**config.mk**
```make
export PLATFORM = sky130hd
export DESIGN_NAME = pinio_ctrl
export DESIGN_NICKNAME = d
export VERILOG_FILES = /design/src/rtl/pinio_pkg.sv /design/src/rtl/pinio_cfg_bank.sv /design/src/rtl/pinio_trig_detect.sv /design/src/rtl/pinio_pend_bank.sv /design/src/rtl/pinio_ctrl.sv
export SDC_FILE = /design/constraint.sdc
export NUM_CORES = 2
export LEC_CHECK = 0
export CAP_MARGIN = 15
export CORE_UTILIZATION = 55
export DETAILED_ROUTE_END_ITERATION = 7
export DONT_BUFFER_PORTS = 1
export PLACE_DENSITY = 0.73
export SETUP_SLACK_MARGIN = 0.2
export SLEW_MARGIN = 15
export SYNTH_ARGS = -nofsm -noshare
export SYNTH_HDL_FRONTEND = slang
export SYNTH_SLANG_ARGS = --single-unit
```
**constraint.sdc**
```tcl
create_clock -name clk -period 3.4 [get_ports clk]
set_clock_uncertainty 0.05 [all_clocks]
set_input_delay 0.68 -clock clk [delete_from_list [all_inputs] [get_ports clk]]
set_output_delay 0.68 -clock clk [all_outputs]
set_load 0.01 [all_outputs]
```
**src/rtl/pinio_pkg.sv**
```systemverilog
package pinio_pkg;

  localparam int ADDR_W = 12;

  typedef enum logic [2:0] {
    PM_RSVD   = 3'd0,
    PM_DRIVE  = 3'd1,
    PM_LVL_HI = 3'd2,
    PM_LVL_LO = 3'd3,
    PM_RISE   = 3'd4,
    PM_FALL   = 3'd5,
    PM_ANY    = 3'd6,
    PM_INPUT  = 3'd7
  } pin_mode_e;

  localparam int F_DATA  = 0;
  localparam int F_MODE  = 1;
  localparam int F_PSEL  = 5;
  localparam int F_PULL  = 7;
  localparam int F_IE    = 9;
  localparam int F_GRP   = 16;
  localparam int F_LOCK  = 21;

  localparam logic [31:0] CFG_WMASK = 32'h00E7_8FEF;
  localparam logic [31:0] CFG_RESET = 32'h0000_000E;

  function automatic logic trig_hit(pin_mode_e m, logic now, logic was);
    case (m)
      PM_LVL_HI: return now;
      PM_LVL_LO: return !now;
      PM_RISE:   return now && !was;
      PM_FALL:   return !now && was;
      PM_ANY:    return now ^ was;
      default:   return 1'b0;
    endcase
  endfunction

endpackage

```
**src/rtl/pinio_cfg_bank.sv**
```systemverilog
module pinio_cfg_bank
  import pinio_pkg::*;
#(
  parameter int NPINS  = 64,
  parameter int PIN_AW = 6
) (
  input  logic                   clk,
  input  logic                   rst_n,
  input  logic                   wr_en_i,
  input  logic [PIN_AW-1:0]      wr_idx_i,
  input  logic [31:0]            wdata_i,
  output logic [NPINS-1:0][31:0] cfg_o
);

  logic [NPINS-1:0][31:0] cfg_q;

  always_ff @(posedge clk) begin
    if (!rst_n) begin
      for (int p = 0; p < NPINS; p++) cfg_q[p] <= CFG_RESET;
    end else if (wr_en_i) begin
      for (int p = 0; p < NPINS; p++) begin
        if (wr_idx_i == PIN_AW'(p) && !cfg_q[p][F_LOCK])
          cfg_q[p] <= wdata_i & CFG_WMASK;
      end
    end
  end

  assign cfg_o = cfg_q;

  for (genvar p = 0; p < NPINS; p++) begin : g_lock_chk
    AST_LOCK_FREEZES: assert property (@(posedge clk) disable iff (!rst_n)
      $past(cfg_q[p][F_LOCK]) |-> $stable(cfg_q[p]));
  end

endmodule

```
**src/rtl/pinio_trig_detect.sv**
```systemverilog
module pinio_trig_detect
  import pinio_pkg::*;
#(
  parameter int NPINS = 64
) (
  input  logic                  clk,
  input  logic                  rst_n,
  input  logic [NPINS-1:0]      lvl_i,
  input  logic [NPINS-1:0][2:0] mode_i,
  output logic [NPINS-1:0]      evt_o
);

  logic [NPINS-1:0] prev_q;

  always_ff @(posedge clk) begin
    if (!rst_n) prev_q <= '0;
    else        prev_q <= lvl_i;
  end

  always_comb begin
    for (int p = 0; p < NPINS; p++)
      evt_o[p] = trig_hit(pin_mode_e'(mode_i[p]), lvl_i[p], prev_q[p]);
  end

  for (genvar p = 0; p < NPINS; p++) begin : g_quiet_chk
    AST_QUIET_MODES: assert property (@(posedge clk) disable iff (!rst_n)
      (mode_i[p] == PM_DRIVE || mode_i[p] == PM_INPUT) |-> !evt_o[p]);
  end

endmodule

```
**src/rtl/pinio_pend_bank.sv**
```systemverilog
module pinio_pend_bank #(
  parameter int NPINS   = 64,
  parameter int NGROUPS = 4,
  parameter int GRP_W   = 3
) (
  input  logic                         clk,
  input  logic                         rst_n,
  input  logic [NPINS-1:0]             evt_i,
  input  logic [NPINS-1:0][GRP_W-1:0]  pin_grp_i,
  input  logic                         clr_en_i,
  input  logic [4:0]                   clr_grp_i,
  input  logic [3:0]                   clr_word_i,
  input  logic [31:0]                  clr_bits_i,
  output logic [NGROUPS-1:0][NPINS-1:0] pend_o,
  output logic [NGROUPS-1:0]           irq_o
);

  logic [NGROUPS-1:0][NPINS-1:0] pend_q, set_m, clr_m, routed_m;

  always_comb begin
    for (int g = 0; g < NGROUPS; g++) begin
      for (int p = 0; p < NPINS; p++) begin
        set_m[g][p]    = evt_i[p] && (pin_grp_i[p] == GRP_W'(g));
        clr_m[g][p]    = clr_en_i && (clr_grp_i == 5'(g)) &&
                         (clr_word_i == 4'(p / 32)) && clr_bits_i[p % 32];
        routed_m[g][p] = pend_q[g][p] && (pin_grp_i[p] == GRP_W'(g));
      end
    end
  end

  // set has priority so a held level re-asserts over an acknowledge
  always_ff @(posedge clk) begin
    if (!rst_n) pend_q <= '0;
    else        pend_q <= (pend_q & ~clr_m) | set_m;
  end

  always_comb begin
    for (int g = 0; g < NGROUPS; g++) irq_o[g] = |routed_m[g];
  end

  assign pend_o = pend_q;

  for (genvar g = 0; g < NGROUPS; g++) begin : g_grp_chk
    AST_IRQ_HAS_SOURCE: assert property (@(posedge clk) disable iff (!rst_n)
      irq_o[g] |-> (|pend_q[g]));
    for (genvar p = 0; p < NPINS; p++) begin : g_pin_chk
      AST_EVENT_LATCHES: assert property (@(posedge clk) disable iff (!rst_n)
        set_m[g][p] |=> pend_q[g][p]);
      AST_ACK_CLEARS: assert property (@(posedge clk) disable iff (!rst_n)
        (clr_m[g][p] && !set_m[g][p]) |=> !pend_q[g][p]);
    end
  end

endmodule

```
**src/rtl/pinio_ctrl.sv**
```systemverilog
module pinio_ctrl
  import pinio_pkg::*;
#(
  parameter int NPINS   = 64,
  parameter int NGROUPS = 4
) (
  input  logic                 clk,
  input  logic                 rst_n,
  input  logic                 wr_en,
  input  logic                 rd_en,
  input  logic [11:0]          addr,
  input  logic [31:0]          wdata,
  output logic [31:0]          rd_data,
  output logic                 rd_valid,
  input  logic [NPINS-1:0]     pad_in,
  output logic [NPINS-1:0]     pad_out,
  output logic [NPINS-1:0]     pad_oe,
  output logic [NPINS-1:0]     pad_ie,
  output logic [2*NPINS-1:0]   pad_pull,
  output logic [2*NPINS-1:0]   periph_sel,
  output logic [NGROUPS-1:0]   irq
);

  localparam int PIN_AW     = (NPINS > 1) ? $clog2(NPINS) : 1;
  localparam int PEND_WORDS = (NPINS + 31) / 32;
  localparam int GRP_W      = 3;

  logic [NPINS-1:0][31:0]        cfg;
  logic [NPINS-1:0][2:0]         mode_v;
  logic [NPINS-1:0][GRP_W-1:0]   grp_v;
  logic [NPINS-1:0]              evt;
  logic [NGROUPS-1:0][NPINS-1:0] pend;
  logic [NGROUPS-1:0][PEND_WORDS*32-1:0] pend_pad;

  // address decode
  logic [8:0]        word_idx;
  logic [PIN_AW-1:0] pin_idx;
  logic [4:0]        pend_grp;
  logic [3:0]        pend_word;
  logic              cfg_hit, pend_hit;

  assign word_idx  = addr[10:2];
  assign pin_idx   = word_idx[PIN_AW-1:0];
  assign pend_grp  = addr[10:6];
  assign pend_word = addr[5:2];
  assign cfg_hit   = !addr[11] && (addr[1:0] == 2'b00) && (word_idx < 9'(NPINS));
  assign pend_hit  = addr[11] && (addr[1:0] == 2'b00) &&
                     (pend_grp < 5'(NGROUPS)) && ({1'b0, pend_word} < 5'(PEND_WORDS));

  pinio_cfg_bank #(.NPINS(NPINS), .PIN_AW(PIN_AW)) i_cfg (
    .clk      (clk),
    .rst_n    (rst_n),
    .wr_en_i  (wr_en && cfg_hit),
    .wr_idx_i (pin_idx),
    .wdata_i  (wdata),
    .cfg_o    (cfg)
  );

  for (genvar p = 0; p < NPINS; p++) begin : g_pin
    assign mode_v[p]            = cfg[p][F_MODE +: 3];
    assign grp_v[p]             = cfg[p][F_GRP +: GRP_W];
    assign pad_out[p]           = cfg[p][F_DATA];
    assign pad_ie[p]            = cfg[p][F_IE];
    assign pad_pull[2*p +: 2]   = cfg[p][F_PULL +: 2];
    assign periph_sel[2*p +: 2] = cfg[p][F_PSEL +: 2];
    assign pad_oe[p]            = (mode_v[p] == PM_DRIVE) && (cfg[p][F_PSEL +: 2] == 2'd0);
  end

  pinio_trig_detect #(.NPINS(NPINS)) i_trig (
    .clk    (clk),
    .rst_n  (rst_n),
    .lvl_i  (pad_in),
    .mode_i (mode_v),
    .evt_o  (evt)
  );

  pinio_pend_bank #(.NPINS(NPINS), .NGROUPS(NGROUPS), .GRP_W(GRP_W)) i_pend (
    .clk        (clk),
    .rst_n      (rst_n),
    .evt_i      (evt),
    .pin_grp_i  (grp_v),
    .clr_en_i   (wr_en && pend_hit),
    .clr_grp_i  (pend_grp),
    .clr_word_i (pend_word),
    .clr_bits_i (wdata),
    .pend_o     (pend),
    .irq_o      (irq)
  );

  for (genvar g = 0; g < NGROUPS; g++) begin : g_pad
    assign pend_pad[g] = (PEND_WORDS*32)'(pend[g]);
  end

  // read path
  logic [31:0] rd_word;

  always_comb begin
    rd_word = '0;
    if (cfg_hit) begin
      rd_word = cfg[pin_idx];
      if (mode_v[pin_idx] != PM_DRIVE) rd_word[F_DATA] = pad_in[pin_idx];
    end else if (pend_hit) begin
      for (int g = 0; g < NGROUPS; g++)
        for (int k = 0; k < PEND_WORDS; k++)
          if (pend_grp == 5'(g) && pend_word == 4'(k))
            rd_word = pend_pad[g][k*32 +: 32];
    end
  end

  always_ff @(posedge clk) begin
    if (!rst_n) begin
      rd_data  <= '0;
      rd_valid <= 1'b0;
    end else begin
      rd_valid <= rd_en;
      if (rd_en) rd_data <= rd_word;
    end
  end

  AST_UNMAPPED_ZERO: assert property (@(posedge clk) disable iff (!rst_n)
    $past(rd_en && !cfg_hit && !pend_hit) |-> (rd_data == 32'd0));

  for (genvar p = 0; p < NPINS; p++) begin : g_oe_chk
    AST_ALT_NO_DRIVE: assert property (@(posedge clk) disable iff (!rst_n)
      (periph_sel[2*p +: 2] != 2'd0) |-> !pad_oe[p]);
  end

endmodule

```
Word level (Yosys, flattened, before mapping)
Cells that the tools add are included.
{ "word_totals": {"reg_bits": 1505, "out_inout_bits": 485, "elab_cells": 2311} }
{ "op_classes": {"magnitude_cmp": 4, "eq_ne": 644, "n_mux": 81, "n_bitwise": 67, "n_reduce_logical": 1444} }
{ "op_table": {"columns": ["op", "count"], "rows": [
  ["1-bit logical AND", 1051],
  ["3-bit by 2-bit equality test with 1-bit output (second input constant)", 256],
  ["3-bit equality test (second input constant)", 192],
  ["3-bit by 1-bit equality test with 1-bit output (second input constant)", 128],
  ["32-bit two-way mux", 11],
  ["1-bit one-hot mux with 5 select lines", 64],
  ["256-bit AND", 1],
  ["256-bit NOT", 1],
  ["256-bit bitwise OR", 1],
  ["64-bit OR reduction", 4],
  ["1-bit logical NOT", 193],
  ["32-bit binary-select mux with 6-bit select", 1],
  ["6-bit equality test (second input constant)", 32],
  ["3-bit logical NOT", 64],
  ["2-bit logical NOT", 65],
  ["2-bit AND reduction", 64],
  ["6-bit by 5-bit equality test with 1-bit output (second input constant)", 16],
  ["1-bit XOR", 64],
  ["6-bit by 4-bit equality test with 1-bit output (second input constant)", 8],
  ["6-bit by 3-bit equality test with 1-bit output (second input constant)", 4],
  ["3-bit binary-select mux with 6-bit select", 1],
  ["6-bit by 2-bit equality test with 1-bit output (second input constant)", 2],
  ["5-bit by 2-bit equality test with 1-bit output (second input constant)", 2],
  ["9-bit by 7-bit < comparator with 1-bit output (second input constant)", 1],
  ["13 further kinds", 14]
]} }

Depth between registers and ports, before layout
{ "depth": {"depth_word": 12, "ltp_mapped": 14, "mapped_depth_nobuf": 8} }

Modules after synthesis
Synthesis repeated with hierarchy kept, for this count alone.
{ "unflattened": {"cells_unflattened": 8854, "hier_area_um2": 88783.9} }
{ "modules_own_cells": {"columns": ["mod", "instances", "cells_each", "area_per_inst_um2", "seq_area_each_um2"], "rows": [
  ["pinio_cfg_bank", 1, 4847, 48606.6, 23062.1],
  ["pinio_ctrl", 1, 1462, 20179.4, 660.6],
  ["pinio_pend_bank", 1, 1705, 13390.3, 5124.9],
  ["pinio_trig_detect", 1, 840, 6607.6, 1281.2]
]} }

Worst setup path before layout
Ideal clock, no wire load.
{ "synth_timing": {"kind": "in2reg", "start": "input addr[2]", "end": "register rd_data[0]", "arrival_ns": 3.063, "slack_ns": 0.153, "path_stages": 11, "path_buffers": 4, "cell_sequence": "buf_2 > clkbuf_1 > buf_2 > buf_2 > mux4_2 > a22oi_1 > a21oi_1 > nor4_1 > nand3b_1 > mux2i_1 > a31oi_1"} }
{ "synth_via": {"elab_chain_len": 12, "elab_cells_between_ends": 32, "cone_classes": "order compare (2); eq/ne (2); mux (17); reduce/logical (11)"} }
{ "synth_rtl": {"columns": ["item", "line", "source"], "rows": [
  ["start, declared", "pinio_ctrl.sv:11", "input logic [11:0] addr,"],
  ["4-bit logical NOT", "pinio_ctrl.sv:105", "if (pend_grp == 5'(g) && pend_word == 4'(k))"],
  ["1-bit logical AND", "pinio_ctrl.sv:105", null],
  ["32-bit two-way mux (8 in series)", "pinio_ctrl.sv:105", null],
  ["32-bit two-way mux", "pinio_ctrl.sv:102", "end else if (pend_hit) begin"],
  ["32-bit two-way mux *", "pinio_ctrl.sv:99", "if (cfg_hit) begin"],
  ["end signal, assigned", "pinio_ctrl.sv:116", "if (rd_en) rd_data <= rd_word;"],
  ["end, declared", "pinio_ctrl.sv:13", "output logic [31:0] rd_data,"]
]} }
Mark *: on every way between the ends. The rest lies on a longest branch, timed or not. The select of a mux whose other input is x is not followed.
A chain may end at the register's enable or synchronous reset.

Worst setup path after layout
{ "layout_timing": {"start": "register i_cfg.cfg_q, in the netlist i_cfg.cfg_o[273]", "end": "output irq[2]"} }
{ "layout_via": {"elab_chain_len": 3} }
{ "layout_rtl": {"columns": ["item", "line", "source"], "rows": [
  ["start, declared", "pinio_cfg_bank.sv:15", "logic [NPINS-1:0][31:0] cfg_q;"],
  ["start signal, assigned by index", "pinio_cfg_bank.sv:23", "cfg_q[p] <= wdata_i & CFG_WMASK;"],
  ["3-bit by 2-bit equality test with 1-bit output", "pinio_pend_bank.sv:26", "routed_m[g][p] = pend_q[g][p] && (pin_grp_i[p] == GRP_W'(g));"],
  ["1-bit logical AND", "pinio_pend_bank.sv:26", null],
  ["64-bit OR reduction", "pinio_pend_bank.sv:38", "for (int g = 0; g < NGROUPS; g++) irq_o[g] = |routed_m[g];"],
  ["end, declared", "pinio_ctrl.sv:21", "output logic [NGROUPS-1:0] irq"]
]} }
Every way passes these cells.

==> results.txt <==
worst-path cell chain = nor2b_4 -> nor2b_4 -> a32o_2 -> a311oi_2 -> buf_4 -> nand4_1 -> nor4_4 -> buf_4 -> nand3_2 -> buf_6
gr ovfl total = 0
Die Y = 382 um
Pwr Density = 432 nW/um^2
Leak = 30.0 nW
H-Tree Depth = 4
pre-CTS WS = 0.0173 ns
Startpoint Class = flop
boundary pin count = 597
die width = 382 um
number of global-route vias before repair = 67.7k
final setup fails = 3
drt pass-1 iters = 7
initial antenna violation count = 51
vias per cell = 6.80
synth-to-layout area growth = 10.1%
first-pass GRT wire length = 513000 um
worst r2r dst = rd_data[3]$_SDFFE_PN0P_
Tmin final = 3.87 ns
PortBufs = 0
Fillers = 12.0k
area of the mapped netlist = 79400 um^2
CP bufs+invs = 3
simple-gate share of the synthesized area = 23.5%
Starting Density = 55.3%
antenna viol nets, final = 0
compound-gate portion of the synthesized area = 15.4%
syn avg cell area = 8.58 um^2
Setup WS post-layout = -0.467 ns
initial DRC count = 12.3k
final-stage net count = 9062
CTS Buf Count = 163
adder-cell share of the synthesized area = 2.02%
status = finished, violations left
buffer levels on the longest clock path = 3
number of flops mapped to enable cells by yosys = 0
Crit path largest cell delay = 0.36 ns
fin crit share = 114%
origin of the worst min-delay path = wdata[9]
RSZ-0062 raised after global routing = yes
commonest non-fill, non-tap cell in the layout = nand2_1
Crit Path Class = reg -> out
latest clock arrival within the worst-skew pair = 0.83 ns
WL final = 371000 um
Final Hold Viols = 0
type of the most critical hold path = in -> reg
r2r setup slk = 0.49 ns
most frequent cells in the layout = nand2_1 (2637), dfxtp_1 (1407), a21boi_0 (837), mux4_2 (382), buf_4 (327)
Hold Path Sink = i_cfg.cfg_o[41]$_SDFFE_PN0P_
total negative setup slack = -1.04 ns
share of layout cells above drive strength 1 = 15.8%
failing checks = setup timing
Reg2Reg Launch Point = i_cfg.cfg_o[2019]$_SDFFE_PN1P_
CTS Sinks = 1505
CP max stage cell = a311oi_2
Top FF cell, synth = dfxtp_1
Pwr Total = 37.8 mW
Worst Reg-to-Reg Cells = 7
CP arrival = 3.14 ns
CTS tree = built
sequential cell area fraction in the yosys report = 37.9%
Synth Register Bits = 1505
FP Rows = 139
die area = 146000 um^2
all-layer global routing usage = 49.2%
Slew Viols, Final = 0
CP endpoint kind = output port
Syn. warnings = 0
DRC = 0
fmax = 0.259 GHz
DPL Wire Length = 239000 um
Max Cap Viol = 0
Post-Synthesis Net Count = 9494
GPL Wtd Cong = 1.13
mux share of post-synthesis cell area = 12.8%
worst slew pin tran = 1.46 ns
Post-Syn Instances = 9254
XOR/XNOR share of the synthesized area = 0%
largest family of logic cells by synthesized area = simple AND/OR/NAND/NOR gates
largest net degree at the start of global routing = 1495
VDD IR max = 0.449 mV
worst path required time = 2.67 ns
CP top delay family = simple AND/OR/NAND/NOR gates
via count = 74.0k
CP Max Fanout = 2
clock tree root buffer cell = clkbuf_16
Yosys cell types = 66
Worst-path clk slew = 0.07 ns
hold path depth = 2
worst rel slew slack = 2.81%
area of the core = 143000 um^2
Synth async-reset ratio = 0%
WL/cell = 34.1 um
==> logic make-up after synthesis <==
logic type,Yosys count
and+or+nand+nor,4128
AOI/OAI and AO/OA,1681
DFF,1505
buffers and inverters,1283
muxes,529
adders and majority gates,128
==> registers in the layout, summed over array words and instances (netlist names) <==
signal,count
i_cfg.cfg_o,1152
i_pend.pend_o,256
rd_data,32
rd_valid,1
i_trig.prev_q,64
==> through the flow <==
| step | hold WS (ns) | utilization, % | instances | instance area, um^2 |
|---|---|---|---|---|
| final | 0.00671 | 61.0 | 10882 | 87500 |
| after global routing | 0.00154 | 60.9 | 10858 | 87400 |
| after CTS | 0.000195 | 60.7 | 10844 | 87100 |
| after detailed placement | 0.396 | 55.4 | 10408 | 79500 |
| after global placement | 0.387 | 55.4 | 10408 | 79500 |
| after floorplan | 0.382 | - | 9254 | 79400 |
==> how the worst max path moves through the flow <==
stage	startpoint	slack (ns)	cells past startpoint	end
after floorplan	addr[2]	0.22	11	rd_data[0]$_SDFFE_PN0P_
after detailed placement	i_cfg.cfg_o[274]$_SDFFE_PN0P_	0.02	10	irq[2]
after global placement	i_cfg.cfg_o[274]$_SDFFE_PN0P_	0.04	10	irq[2]
final	i_cfg.cfg_o[273]$_SDFFE_PN0P_	-0.47	10	irq[2]
after global routing	i_cfg.cfg_o[273]$_SDFFE_PN0P_	-0.36	10	irq[2]
after CTS	i_cfg.cfg_o[273]$_SDFFE_PN0P_	-0.33	10	irq[2]
==> worst register-to-register path: cells and delay by family (launching register included) <==
family / cells / cell delay (ns)
multiplexers: 1 / 0.52
AO/OA/AOI/OAI: 4 / 1.20
flip-flops: 1 / 0.38
AND/OR/NAND/NOR: 2 / 0.65
==> power by group <==
part           internal [mW]  total [mW]  switching, mW  leakage (nW)
Sequential              17.7        17.7         0.0568          12.2
Combinational          0.718        1.66          0.938          15.1
Clock                   10.5        18.4           7.97          2.68
==> metal layers <==
layer  track usage [%]  up-vias  share of wire [%]
met4              38.1       26                9.9
met2              69.7     6002                 40
met3              19.5     1539                 15
met5                 0        -              0.050
li1                  -    30656                  -
met1              59.4    35763                 34
==> final cells by class <==
cell class              count  area, um^2  area share, %
diodes                     28        70.1         0.0801
well taps                1903        2380           2.72
clock buffers             233        4740           5.42
clock inverters            61         741          0.847
inverters                 135         507          0.579
flip-flops and latches   1505       30300           34.7
repair buffers            551        5610           6.42
multi-input cells        6466       43100           49.3
==> Yosys cell counts, types with 15 or more instances <==
master     instances  share of area [%]
ha_1             128                2.0
inv_1            134               0.63
o211ai_1          16               0.15
a222oi_1          16               0.20
buf_1             28               0.13
mux4_2           382                 11
nor2b_1          296                2.3
a32oi_1           91                1.0
a21oi_1          222                1.4
buf_4            408                3.9
a22oi_1          130                1.2
nor3_1           162                1.0
nand2b_1          22               0.17
dfxtp_1         1505                 38
buf_2            156               0.98
nand4b_1          45               0.50
nor4b_1           19               0.21
mux2i_1           55               0.69
or3_1             65               0.51
nand4_1           35               0.28
nor4bb_1          32               0.40
a21boi_1          71               0.67
nand2_1         2638                 12
o2bb2ai_1         22               0.24
a31oi_1           35               0.28
o21a_1            61               0.58
and3_1            15               0.12
a211oi_1          77               0.73
and2_1            92               0.72
nor4_1            17               0.13
nand3_1          294                1.9
nor3_2            39               0.49
mux2_2            92                1.3
o21ai_0           44               0.28
nor2_1           301                1.4
nor3_4            26               0.53
a21boi_0         837                7.9
clkbuf_1         545                2.6
==> repair_timing <==
item	4_1_cts	5_1_grt
buffers inserted	11	2
gates resized for setup	179	39
pin swaps	30	16
hold endpoints to repair	437	3
endpoints found under the setup margin	4	5
hold buffers	131	2
Note: power is estimated with default switching activity, not from simulation.
